## config.mk

```make
export PLATFORM = sky130hd
export DESIGN_NAME = mxw_write_seq
export DESIGN_NICKNAME = d
export VERILOG_FILES = /design/src/rtl/mxw_pkg.sv /design/src/rtl/mxw_cfg_latch.sv /design/src/rtl/mxw_phase_fsm.sv /design/src/rtl/mxw_bus_drive.sv /design/src/rtl/mxw_write_seq.sv
export SDC_FILE = /design/constraint.sdc
export NUM_CORES = 1
export LEC_CHECK = 0
export CORE_AREA = 10 10 122 124
export DETAILED_ROUTE_END_ITERATION = 16
export DIE_AREA = 0 0 132 134
export PLACE_DENSITY = 0.48
export SYNTH_ARGS = -nofsm -noshare
export SYNTH_HDL_FRONTEND = slang
export SYNTH_HIERARCHICAL = 1
export SYNTH_SLANG_ARGS = --single-unit
```

## constraint.sdc

```tcl
create_clock -name clk -period 2.7 [get_ports clk]
set_input_delay 0.405 -clock clk [delete_from_list [all_inputs] [get_ports clk]]
set_output_delay 0.405 -clock clk [all_outputs]
set_load 0.05 [all_outputs]
```

## src/rtl/mxw_pkg.sv

```systemverilog
package mxw_pkg;

  typedef enum logic [2:0] {
    PH_IDLE   = 3'd0,
    PH_ADDR   = 3'd1,
    PH_AHOLD  = 3'd2,
    PH_SETUP  = 3'd3,
    PH_STROBE = 3'd4,
    PH_HOLD   = 3'd5,
    PH_RECOV  = 3'd6
  } phase_e;

endpackage

```

## src/rtl/mxw_cfg_latch.sv

```systemverilog
module mxw_cfg_latch #(
  parameter int BUS_W     = 16,
  parameter int DUR_W     = 5,
  parameter int FLASH_EXT = 7,
  parameter int CNT_W     = 6
) (
  input  logic             clk,
  input  logic             rst_n,
  input  logic             accept,
  input  logic [BUS_W-1:0] in_addr,
  input  logic [BUS_W-1:0] in_data,
  input  logic [DUR_W-1:0] in_dur,
  input  logic             in_hold,
  input  logic             in_flash,
  input  logic             in_ale_low,
  output logic [BUS_W-1:0] addr_q,
  output logic [BUS_W-1:0] data_q,
  output logic [CNT_W-1:0] strobe_len,
  output logic [CNT_W-1:0] hold_len,
  output logic [CNT_W-1:0] recov_len,
  output logic             ale_low_q
);

  logic [CNT_W-1:0] dur_ext;
  logic [CNT_W-1:0] flash_cyc;
  logic [CNT_W-1:0] strobe_calc;

  logic [BUS_W-1:0] addr_n, data_n;
  logic [CNT_W-1:0] strobe_n, hold_n, recov_n;
  logic             ale_low_n;

  // Derived phase lengths, clamped so the strobe is never shorter than one cycle.
  always_comb begin
    dur_ext     = CNT_W'(in_dur);
    flash_cyc   = in_flash ? CNT_W'(FLASH_EXT) : '0;
    strobe_calc = (dur_ext > flash_cyc) ? (dur_ext - flash_cyc) : CNT_W'(1);
  end

  always_comb begin
    addr_n    = addr_q;
    data_n    = data_q;
    strobe_n  = strobe_len;
    hold_n    = hold_len;
    recov_n   = recov_len;
    ale_low_n = ale_low_q;
    if (accept) begin
      addr_n    = in_addr;
      data_n    = in_data;
      strobe_n  = strobe_calc;
      hold_n    = in_hold ? CNT_W'(1) : '0;
      recov_n   = flash_cyc;
      ale_low_n = in_ale_low;
    end
  end

  always_ff @(posedge clk or negedge rst_n) begin
    if (!rst_n) begin
      addr_q     <= '0;
      data_q     <= '0;
      strobe_len <= CNT_W'(1);
      hold_len   <= '0;
      recov_len  <= '0;
      ale_low_q  <= 1'b0;
    end else begin
      addr_q     <= addr_n;
      data_q     <= data_n;
      strobe_len <= strobe_n;
      hold_len   <= hold_n;
      recov_len  <= recov_n;
      ale_low_q  <= ale_low_n;
    end
  end

endmodule

```

## src/rtl/mxw_phase_fsm.sv

```systemverilog
module mxw_phase_fsm
  import mxw_pkg::*;
#(
  parameter int CNT_W   = 6,
  parameter int ALE_CYC = 2
) (
  input  logic             clk,
  input  logic             rst_n,
  input  logic             req,
  input  logic [CNT_W-1:0] strobe_len,
  input  logic [CNT_W-1:0] hold_len,
  input  logic [CNT_W-1:0] recov_len,
  output phase_e           phase,
  output logic             ready,
  output logic             accept
);

  phase_e           phase_n;
  logic [CNT_W-1:0] cnt, cnt_n;
  logic             last;

  assign ready  = (phase == PH_IDLE);
  assign accept = req && ready;
  assign last   = (cnt == '0);

  always_comb begin
    phase_n = phase;
    cnt_n   = cnt;
    unique case (phase)
      PH_IDLE: begin
        if (req) begin
          phase_n = PH_ADDR;
          cnt_n   = CNT_W'(ALE_CYC - 1);
        end
      end
      PH_ADDR: begin
        if (last) phase_n = PH_AHOLD;
        else      cnt_n   = cnt - 1'b1;
      end
      PH_AHOLD: begin
        phase_n = PH_SETUP;
        cnt_n   = '0;
      end
      PH_SETUP: begin
        phase_n = PH_STROBE;
        cnt_n   = strobe_len - 1'b1;
      end
      PH_STROBE: begin
        if (!last) begin
          cnt_n = cnt - 1'b1;
        end else if (hold_len != '0) begin
          phase_n = PH_HOLD;
          cnt_n   = hold_len - 1'b1;
        end else if (recov_len != '0) begin
          phase_n = PH_RECOV;
          cnt_n   = recov_len - 1'b1;
        end else begin
          phase_n = PH_IDLE;
        end
      end
      PH_HOLD: begin
        if (!last) begin
          cnt_n = cnt - 1'b1;
        end else if (recov_len != '0) begin
          phase_n = PH_RECOV;
          cnt_n   = recov_len - 1'b1;
        end else begin
          phase_n = PH_IDLE;
        end
      end
      PH_RECOV: begin
        if (last) phase_n = PH_IDLE;
        else      cnt_n   = cnt - 1'b1;
      end
      default: begin
        phase_n = PH_IDLE;
        cnt_n   = '0;
      end
    endcase
  end

  always_ff @(posedge clk or negedge rst_n) begin
    if (!rst_n) begin
      phase <= PH_IDLE;
      cnt   <= '0;
    end else begin
      phase <= phase_n;
      cnt   <= cnt_n;
    end
  end

  // Checker counters: run lengths of the strobe and recovery windows.
  logic [CNT_W-1:0] low_run, rec_run;

  always_ff @(posedge clk or negedge rst_n) begin
    if (!rst_n) begin
      low_run <= '0;
      rec_run <= '0;
    end else begin
      if (phase == PH_STROBE)     low_run <= low_run + 1'b1;
      else if (phase == PH_SETUP) low_run <= '0;
      if (phase == PH_RECOV)      rec_run <= rec_run + 1'b1;
      else if (phase == PH_SETUP) rec_run <= '0;
    end
  end

  assert_strobe_width_R4: assert property (@(posedge clk) disable iff (!rst_n)
    (phase != PH_STROBE && $past(phase) == PH_STROBE) |-> (low_run == strobe_len));

  assert_recov_width_R7: assert property (@(posedge clk) disable iff (!rst_n)
    (phase != PH_RECOV && $past(phase) == PH_RECOV) |-> (rec_run == recov_len));

  assert_entry_from_idle_R9: assert property (@(posedge clk) disable iff (!rst_n)
    (phase != PH_IDLE && phase != PH_ADDR) |=> (phase != PH_ADDR));

endmodule

```

## src/rtl/mxw_bus_drive.sv

```systemverilog
module mxw_bus_drive
  import mxw_pkg::*;
#(
  parameter int BUS_W = 16
) (
  input  phase_e           phase,
  input  logic [BUS_W-1:0] addr_q,
  input  logic [BUS_W-1:0] data_q,
  input  logic             ale_low_q,
  output logic [BUS_W-1:0] bus_out,
  output logic             bus_oe,
  output logic             ale,
  output logic             ale_act,
  output logic             wr_n
);

  logic drive_addr, drive_data;

  always_comb begin
    drive_addr = (phase == PH_ADDR) || (phase == PH_AHOLD);
    drive_data = (phase == PH_SETUP) || (phase == PH_STROBE) || (phase == PH_HOLD);
    ale_act    = (phase == PH_ADDR);
    wr_n       = (phase != PH_STROBE);
    bus_oe     = drive_addr || drive_data;
    if (drive_addr)      bus_out = addr_q;
    else if (drive_data) bus_out = data_q;
    else                 bus_out = '0;
    ale = ale_act ^ ale_low_q;
  end

endmodule

```

## src/rtl/mxw_write_seq.sv

```systemverilog
module mxw_write_seq
  import mxw_pkg::*;
#(
  parameter int BUS_W     = 16,
  parameter int DUR_W     = 5,
  parameter int FLASH_EXT = 7,
  parameter int ALE_CYC   = 2
) (
  input  logic             clk,
  input  logic             rst_n,
  input  logic             req_valid,
  output logic             req_ready,
  input  logic [BUS_W-1:0] req_addr,
  input  logic [BUS_W-1:0] req_data,
  input  logic [DUR_W-1:0] cfg_dur,
  input  logic             cfg_hold,
  input  logic             cfg_flash,
  input  logic             cfg_ale_low,
  output logic [BUS_W-1:0] bus_out,
  output logic             bus_oe,
  output logic             ale,
  output logic             wr_n
);

  localparam int CNT_W = DUR_W + 1;

  phase_e           phase;
  logic             accept;
  logic [BUS_W-1:0] addr_q, data_q;
  logic [CNT_W-1:0] strobe_len, hold_len, recov_len;
  logic             ale_low_q;
  logic             ale_act;

  mxw_cfg_latch #(
    .BUS_W(BUS_W), .DUR_W(DUR_W), .FLASH_EXT(FLASH_EXT), .CNT_W(CNT_W)
  ) u_cfg (
    .clk(clk), .rst_n(rst_n), .accept(accept),
    .in_addr(req_addr), .in_data(req_data), .in_dur(cfg_dur),
    .in_hold(cfg_hold), .in_flash(cfg_flash), .in_ale_low(cfg_ale_low),
    .addr_q(addr_q), .data_q(data_q),
    .strobe_len(strobe_len), .hold_len(hold_len), .recov_len(recov_len),
    .ale_low_q(ale_low_q)
  );

  mxw_phase_fsm #(
    .CNT_W(CNT_W), .ALE_CYC(ALE_CYC)
  ) u_fsm (
    .clk(clk), .rst_n(rst_n), .req(req_valid),
    .strobe_len(strobe_len), .hold_len(hold_len), .recov_len(recov_len),
    .phase(phase), .ready(req_ready), .accept(accept)
  );

  mxw_bus_drive #(
    .BUS_W(BUS_W)
  ) u_drv (
    .phase(phase), .addr_q(addr_q), .data_q(data_q), .ale_low_q(ale_low_q),
    .bus_out(bus_out), .bus_oe(bus_oe), .ale(ale), .ale_act(ale_act), .wr_n(wr_n)
  );

  assert_ale_drives_addr_R2: assert property (@(posedge clk) disable iff (!rst_n)
    ale_act |-> (bus_oe && wr_n && !req_ready));

  assert_wr_after_ale_R3: assert property (@(posedge clk) disable iff (!rst_n)
    $fell(ale_act) |=> (wr_n && bus_oe) ##1 !wr_n);

  assert_data_on_strobe_R6: assert property (@(posedge clk) disable iff (!rst_n)
    !wr_n |-> (bus_oe && !req_ready && !ale_act));

  assert_idle_quiet_R10: assert property (@(posedge clk) disable iff (!rst_n)
    req_ready |-> (wr_n && !bus_oe));

endmodule

```

# Word level (Yosys, flattened, before mapping)
# Cells that the tools add are included.
# totals
rom_bits	0
latchBits	0
out_inout_bits	20
elab_cells	60
memories	0
reg_bits	60
ramBits	0
# classes
n_addsub	5
n_bitwise	1
n_shift	0
n_lt_le_gt_ge	1
multipliers	0
mux	20
eq_ne	13
n_div	0
reduce_logical	12
# op_table
cell	count
$mux W6	7
$mux W16	2
$pmux W6 S5	1
$mux W3	8
$sub A6 B1 Y6 const B	4
$pmux W3 S7	1
$reduce_bool A6 Y1	2
$eq A3 B3 Y1 const B	3
$ne A2 B2 Y1 const B	4
$eq A3 B2 Y1 const B	2
$gt A5 B6 Y1	1
$logic_not A6 Y1	1
$sub A5 B6 Y6	1
$reduce_and A5 Y1	1
$logic_or A1 B1 Y1	4
$ne A2 B1 Y1 const B	2
$eq A3 B1 Y1 const B	1
$logic_not A3 Y1	1
$ne A3 B3 Y1 const B	1
$reduce_and A2 Y1	1
$reduce_or A2 Y1	1
$logic_and A1 B1 Y1	1
$mux W1	1
$xor A1 B1 Y1	1

# Logic depth before layout (Yosys ltp)
# Gate-level depths: netlist of run 1.
# depth
word_depth	5
mapped_depth	8
ltp_nobuf	7

# Hierarchy
# The synthesis of run 1 kept the hierarchy.
# by_module_without_submodules
mod	area_each_um2	cells_each	n_inst	seq_area_each_um2
mxw_cfg_latch	1793.0	123	1	1027.2
mxw_phase_fsm	1216.2	163	1	225.2
mxw_bus_drive	683.2	84	1	0.0

# Worst setup path after synthesis of run 1
# No wires, ideal clock.
# synth_timing
kind	reg2reg
startpoint	register u_fsm.phase[2]
endpoint	register u_cfg.addr_q[0]
arrival_time_ns	2.771
setup_time_ns	0.125
synth_period_minus_slack_ns	2.896
required_ns	2.575
stages_incl_launch_ff	7
slack_ns	-0.196
n_path_buf	3
cell_sequence	dfrtp_1 -> clkbuf_1 -> nor3_1 -> and2_1 -> buf_2 -> buf_2 -> mux2_2
# synth_via
elab_chain_len	2
# synth_rtl
element	line_no	source
start, declared	mxw_phase_fsm.sv:13	output phase_e phase,
start signal, assigned	mxw_phase_fsm.sv:87	phase <= phase_n;
$logic_not A3 Y1	mxw_phase_fsm.sv:22	assign ready = (phase == PH_IDLE);
via req_ready	mxw_write_seq.sv:12	output logic req_ready,
$logic_and A1 B1 Y1	mxw_phase_fsm.sv:23	assign accept = req && ready;
via accept	mxw_write_seq.sv:28	logic accept;
end signal, assigned	mxw_cfg_latch.sv:65	addr_q <= addr_n;
end, declared	mxw_cfg_latch.sv:16	output logic [BUS_W-1:0] addr_q,
# The timed path passes the listed nets, and every way through them passes these cells.
# A chain may end at the register's enable or synchronous reset.

# Worst setup path in the final report of run 1
# layout_timing
startpoint	register u_fsm.phase[2]
endpoint	output port bus_out[11]
# layout_via
elab_chain_len	5
elab_cells_between_ends	10
classes_between	5 x eq/ne; 2 x mux; 3 x reduce/logical
# layout_rtl
element	line_no	source
$eq A3 B2 Y1 or $eq A3 B3 Y1 (tied branches)	mxw_bus_drive.sv:21	drive_data = (phase == PH_SETUP) || (phase == PH_STROBE) || (phase == PH_HOLD);
$logic_or A1 B1 Y1 (2 in series)	mxw_bus_drive.sv:21	
$mux W16	mxw_bus_drive.sv:26	else if (drive_data) bus_out = data_q;
$mux W16 (*)	mxw_bus_drive.sv:25	if (drive_addr) bus_out = addr_q;
end, declared	mxw_write_seq.sv:19	output logic [BUS_W-1:0] bus_out,
# Mark *: on every way between the ends. The rest lies on a longest branch, timed or not.

==> results_dict.tcl, run 1 <==
set metrics [dict create \
    status "finished clean" \
    finalHoldViolations 0 \
    period_share_pct 92.9 \
    gp_congestion 0.863 \
    postRouteAntennaNets 0 \
    timing.fmax_mhz 399 \
    final_cell_mix "48 x dfrtp_1, 42 x clkdlybuf4s50_1, 36 x mux2_2, 30 x nand2_1" \
    grt_use_total_pct 11.5 \
    clk_path_buf_depth 2 \
    intPower_mw 3.16 \
    setup_violations 0 \
    drive_above_1_share_pct 24.9 \
    p_total_mw 6.13 \
    clkPwrFrac_pct 12.7 \
    io_pins 63 \
    async_reset_ff_share_pct 100 \
    fp.dieW_um 132 \
    drc 0 \
    power_frac_seq_pct 24.6 \
    syn_avg_cell_area_um2 9.98 \
    core-area_um2 12500 \
    portBuffers 62 \
    cts_setup_buffers 0 \
    ctsHoldBuffers 0 \
    crit_required_ns 2.30 \
    grt-ovfl-total 0 \
    nets 473 \
    grt_pass1_wl_um 16800 \
    max_slew_margin_pct 43.4 \
    cts_tree "built" \
    cap_violations 0 \
    yosys_warnings 6 \
    worst_hold_path_type "in2async" \
    die_h_um 134 \
    synth_edf_count 0 \
    worst_slew_pin_slew_ns 0.849 \
    synthToLayoutAreaGrowth_pct 24.1 \
    dr.pass1.iters 5 \
    power.leakage_nw 1.76 \
    cts_buffers 5 \
    synth-seq-cells 50 \
    grt_max_degree 51 \
    vias_per_cell 5.02 \
    start_kind "register" \
    synth_cells 370 \
    row_count 41 \
    ys_seq_area_share_pct 33.9 \
    power_frac_comb_pct 62.7 \
    die-area_um2 17700 \
    mostFrequentLayoutCell "dfrtp_1" \
    dp_hpwl_um 7550 \
    worstPathArrival_ns 2.10 \
    peakVddDrop_mv 0.751 \
    grt_pass1_vias 3074 \
    setup_tns_ns 0 \
    clock_skew_ns 0.00479 \
    htreeDepth 2 \
    drtIter0Drc 115 \
    clockRootBuffer "clkbuf_16" \
    cts.sinks 50 \
    cellPowerDensity_nw_per_um2 1340 \
    antenna_found_initial 0 \
    clk_latency_ns 0.30 \
    cts_resized 0 \
    rsz0062_at_grt "no" \
    switching_share_pct 48.4 \
    post_drt_wl_per_cell_um 17.0 \
    synth.distinct_cells 68 \
    start_util_pct 29.6 \
    endpoint_kind "primary output" \
    diodes 0 \
    drv_slew 0 \
    timing_worst_setup_path_type "reg2out" \
    synth_top_flop_cell "dfrtp_1" \
    path_max_fanout 16 \
    final_util_pct 36.8 \
    via_count 2982 \
    switchingPower_mw 2.97 \
    wl_um 10100 \
    fin_crit_ns 2.51 \
    syn_area_um2 3690 \
    cts.clk_slew.worst_paths_ns 0.07 \
]
-- sequential cells by signal (all words and copies together) (netlist names) --
register and flops:
u_cfg/strobe_len 6, u_fsm/cnt 6, u_cfg/ale_low_q 1, u_cfg/recov_len 1
u_cfg/data_q 16, u_cfg/addr_q 16, u_fsm/phase 3, u_cfg/hold_len 1
-- cell families after synthesis --
logic type	after synthesis	share of synthesized area, %
muxes	55	16.3
DFF	50	33.9
xor gates and xnor gates	15	3.56
AOI/OAI and AO/OA	70	16.5
buffers and inverters	50	7.73
other	1	0.102
adders and majority gates	9	3.25
and+or+nand+nor	120	18.7
-- worst paths after layout --
check,cells past startpoint,end,start,slack [ns]
max in group asynchronous,2,u_fsm/phase[1],rst_n,2.00
setup / recovery,3,bus_out[11],u_fsm/phase[2],0.19
hold reg to reg,2,u_cfg/strobe_len[1],u_cfg/strobe_len[1],0.51
hold / removal,2,u_cfg/addr_q[0],rst_n,0.21
min in group clk,2,u_cfg/strobe_len[1],u_cfg/strobe_len[1],0.51
setup reg to reg,7,u_fsm/cnt[1],u_fsm/cnt[0],0.37
-- cell usage after synthesis (2+ instances only) --
library cell | n | area, µm²
xor2_1 | 6 | 52.6
o32a_1 | 2 | 20.0
nor2_1 | 25 | 93.8
dfrtp_1 | 49 | 1230
ha_1 | 8 | 100
mux2_2 | 36 | 405
o221ai_1 | 7 | 61.3
o21ai_0 | 12 | 60.1
o2bb2ai_1 | 3 | 26.3
nor3_1 | 12 | 60.1
buf_4 | 12 | 90.1
mux2i_1 | 18 | 180
a211oi_1 | 3 | 22.5
and2_1 | 3 | 18.8
nand2b_1 | 4 | 25.0
inv_1 | 15 | 56.3
buf_2 | 12 | 60.1
nand3b_1 | 19 | 143
xnor2_1 | 9 | 78.8
or4_1 | 2 | 15.0
nor3_4 | 2 | 32.5
buf_6 | 5 | 56.3
o221ai_2 | 10 | 150
o21a_1 | 2 | 15.0
nor4_1 | 5 | 31.3
o31ai_1 | 2 | 15.0
nor3b_1 | 3 | 22.5
o22ai_1 | 4 | 25.0
a21oi_1 | 6 | 30.0
nand3_1 | 2 | 10.0
o21ai_2 | 2 | 17.5
clkbuf_1 | 5 | 18.8
nand2_1 | 30 | 113
-- metal layers --
layer | wire, µm | vias up | track usage (%) | part of all wire, %
met5 | 0 | - | 0 | 0
met4 | 141 | 0 | 3.71 | 1.4
met3 | 470 | 10 | 2.80 | 4.7
met2 | 5050 | 63 | 19.3 | 50
met1 | 4440 | 1465 | 14.3 | 44
li1 | - | 1444 | - | -
-- critical path, stage by stage, from the launching register on --
cell and delay, ns:
dfrtp_1 0.56, or2_1 0.72, o221ai_1 0.26, buf_4 0.26
-- power groups by stage --
stage | registers [mW] | clock network, mW | logic, mW
after detailed placement | 1.53 | 0 | 3.87
after global placement | 1.51 | 0 | 3.86
after floorplan | 1.38 | 0 | 2.94
final | 1.51 | 0.779 | 3.84
after CTS | 1.51 | 0.805 | 3.89
after global routing | 1.58 | 0.838 | 4.15
-- layout make-up --
| class | instances | area (µm²) |
|---|---|---|
| multi-input combinational | 277 | 2190 |
| fill | 1265 | 7880 |
| clock inverter | 2 | 38.8 |
| timing repair buffer | 72 | 693 |
| inverter | 15 | 56.3 |
| clock buffer | 6 | 139 |
| tap | 172 | 215 |
| sequential | 50 | 1250 |
-- per-stage QoR --
step / setup slack [ns] / instances / hold slack (ns) / instance area, µm²
after CTS: 0.115 / 594 / 0.252 / 4580
after global routing: 0.0663 / 594 / 0.272 / 4580
after floorplan: 0.293 / 377 / 0.109 / 3720
after detailed placement: 0.388 / 586 / 0.494 / 4410
after global placement: 0.390 / 586 / 0.503 / 4410
final: 0.192 / 594 / 0.214 / 4580
No activity file was read; power rests on OpenSTA's default activity.
==> inputs of run 2 (changes only) <==
--- a/config.mk
+++ b/config.mk
@@ -9,6 +9,7 @@
 export DETAILED_ROUTE_END_ITERATION = 16
 export DIE_AREA = 0 0 132 134
 export PLACE_DENSITY = 0.48
+export SLEW_MARGIN = 0
 export SYNTH_ARGS = -nofsm -noshare
 export SYNTH_HDL_FRONTEND = slang
 export SYNTH_HIERARCHICAL = 1
==> results of run 2 <==
Final layout, timing and power as in run 1 (identical DEF).
==> inputs of run 3 (changes only) <==
--- a/config.mk
+++ b/config.mk
@@ -5,10 +5,11 @@
 export SDC_FILE = /design/constraint.sdc
 export NUM_CORES = 1
 export LEC_CHECK = 0
-export CORE_AREA = 10 10 122 124
+export ABC_AREA = 1
+export CORE_AREA = 10 10 127 129
 export DETAILED_ROUTE_END_ITERATION = 16
-export DIE_AREA = 0 0 132 134
-export PLACE_DENSITY = 0.48
+export DIE_AREA = 0 0 137 139
+export PLACE_DENSITY = 0.42
 export SLEW_MARGIN = 0
 export SYNTH_ARGS = -nofsm -noshare
 export SYNTH_HDL_FRONTEND = slang
==> run 3 against run 2 <==
Total power shrank 15%. Non-clock buffer count down 6. Combinational power decreased by 19%. First-iteration DRC count rose by 30%. Synthesized cell count grew 29%. Critical path depth up 1. Critical path type unchanged. Via count increased by 3.2%. Sequential power decreased by 7%. Clock-buffer cell count fell by 1. Highest routed layer unchanged. Worst setup slack better by 0.023 ns.
==> results_dict.tcl, run 3 <==
set metrics [dict create \
    cts.clk_slew.worst_paths_ns 0.07 \
    syn_avg_cell_area_um2 6.91 \
    period_share_pct 92.0 \
    worst_hold_path_type "in2async" \
    rsz0062_at_grt "no" \
    ys_seq_area_share_pct 37.8 \
    vias_per_cell 4.29 \
    cts_setup_buffers 0 \
    worst_slew_pin_slew_ns 0.672 \
    antenna_found_initial 0 \
    timing_worst_setup_path_type "reg2out" \
    synth_cells 479 \
    via_count 3077 \
    status "finished clean" \
    grt_pass1_wl_um 15800 \
    crit_required_ns 2.30 \
    synth_edf_count 0 \
    htreeDepth 2 \
    nFillCells 1561 \
    synth-seq-cells 50 \
    die_h_um 139 \
    endpoint "req_ready" \
    rrSetupSlack_ns 0.81 \
    p_total_mw 5.22 \
    path_cells "nor2_1 -> nand2_1 -> inv_1 -> clkdlybuf4s50_1" \
    core-area_um2 13700 \
    synth.most_common_cell "nand2_1" \
    setup_violations 0 \
    drive_above_1_share_pct 6.15 \
    dp_hpwl_um 7360 \
    ctsHoldBuffers 0 \
    cellPowerDensity_nw_per_um2 1230 \
    max_slew_margin_pct 55.2 \
    endpoint_kind "primary output" \
    rr_startpoint "u_cfg/recov_len[1]" \
    nets 588 \
    drv_slew 0 \
    cap_violations 0 \
    grt_pass1_vias 3168 \
    setup_tns_ns 0 \
    synth.area.top_cells "dfrtp_1 37%, nand2_1 24%, nand3_1 6.3%" \
    peakVddDrop_mv 0.474 \
    synth.distinct_cells 30 \
    wl_um 9520 \
    critPathLaunch "u_fsm/phase[0]" \
    cts_buffers 5 \
    synth_common_cells "209 x nand2_1, 49 x dfrtp_1, 42 x inv_1, 42 x nand3_1, 24 x nor2_1" \
    diodes 0 \
    yosys_warnings 6 \
    final_cell_mix "209 x nand2_1, 49 x dfrtp_1, 43 x clkdlybuf4s50_1, 42 x inv_1, 42 x nand3_1" \
    drc 0 \
    fp.dieW_um 137 \
    dr.pass1.iters 4 \
    grt_use_total_pct 10.1 \
    synth_top_area_share_pct 37.0 \
    worstPathArrival_ns 2.08 \
    start_kind "register" \
    cp_slowest_cell "clkdlybuf4s50_1" \
    die-area_um2 19000 \
    final_util_pct 31.1 \
    clockRootBuffer "clkbuf_16" \
    timing.fmax_mhz 402 \
    io_pins 63 \
    clk_path_buf_depth 2 \
    cts_tree "built" \
    clk_latency_ns 0.29 \
    row_count 43 \
    synth_top_flop_cell "dfrtp_1" \
    finalHoldViolations 0 \
    r2r_end "u_fsm/cnt[1]" \
    synth_area_leader_cell "dfrtp_1" \
    top_regs "u_cfg/addr_q (16), u_cfg/data_q (16)" \
    cts.sinks 50 \
    drtIter0Drc 149 \
    clock_skew_ns 0.00615 \
    cts_resized 0 \
    portBuffers 62 \
    mostFrequentLayoutCell "nand2_1" \
    grt_max_degree 51 \
    postRouteAntennaNets 0 \
    async_reset_ff_share_pct 100 \
    gp_congestion 0.816 \
    reg2reg_depth 9 \
    power.leakage_nw 2.40 \
    syn_area_um2 3310 \
    worst_path_largest_cell_delay_ns 0.80 \
    post_drt_wl_per_cell_um 13.3 \
    synthToLayoutAreaGrowth_pct 28.4 \
    grt-ovfl-total 0 \
    path_max_fanout 10 \
    start_util_pct 24.2 \
    fin_crit_ns 2.49 \
]
## run 3: how the worst min path moves through the flow
stage | start | endpoint | slack (ns) | cells past startpoint
floorplan | rst_n | u_cfg/addr_q[0] | 0.11 | 0
global placement | u_cfg/addr_q[7] | u_cfg/addr_q[7] | 0.46 | 2
detailed placement | u_cfg/addr_q[12] | u_cfg/addr_q[12] | 0.46 | 2
CTS | rst_n | u_cfg/data_q[15] | 0.27 | 2
global route | rst_n | u_cfg/data_q[15] | 0.28 | 2
finish | rst_n | u_cfg/data_q[15] | 0.21 | 2
## run 3: worst max-delay path: cells and delay by family, from the launching register on
| family | cells | cell delay [ns] |
|---|---|---|
| flip-flops | 1 | 0.49 |
| AND/OR/NAND/NOR | 2 | 0.38 |
| buffers and inverters | 2 | 0.90 |
## run 3: metal layers
layer / global-route usage (%) / routed length [µm] / vias up
met4: 2.44 / 108 / 0
met3: 2.43 / 361 / 7
li1: - / - / 1613
met1: 13.0 / 4490 / 1406
met5: 0 / 0 / -
met2: 16.6 / 4560 / 51
## run 3: metrics by stage
step | area, µm² | worst slack [ns] | hold WS [ns] | std cells
2_1_floorplan | 3340 | 1.02 | 0.109 | 486
3_3_place_gp | 4050 | 0.396 | 0.456 | 709
3_5_place_dp | 4050 | 0.366 | 0.462 | 709
4_1_cts | 4210 | 0.00322 | 0.270 | 717
5_1_grt | 4250 | 0.0974 | 0.279 | 717
6_report | 4250 | 0.215 | 0.214 | 717
## run 3: cells by family after synthesis
family	Yosys count	share of synthesized area (%)
AND/OR/NAND/NOR	311	40.5
buffers and inverters	69	10.2
flip-flops	50	37.8
AO/OA/AOI/OAI	28	4.84
XOR/XNOR	11	2.91
adder cells (fa/ha/maj)	9	3.63
other	1	0.113
## run 3: power breakdown
part,internal (mW),switching (mW)
combinational,1.01,2.09
sequential,1.11,0.296
clock,0.434,0.281
total,2.55,2.67
## run 3: area by class of cell
| class | instances | area [µm²] | share of cell area, % |
|---|---|---|---|
| multi-input combinational | 367 | 1750 | 41.2 |
| sequential | 50 | 1250 | 29.4 |
| timing repair buffer | 66 | 686 | 16.1 |
| tap | 180 | 225 | 5.30 |
| inverter | 46 | 173 | 4.06 |
| clock buffer | 5 | 125 | 2.94 |
| clock inverter | 3 | 40.0 | 0.941 |
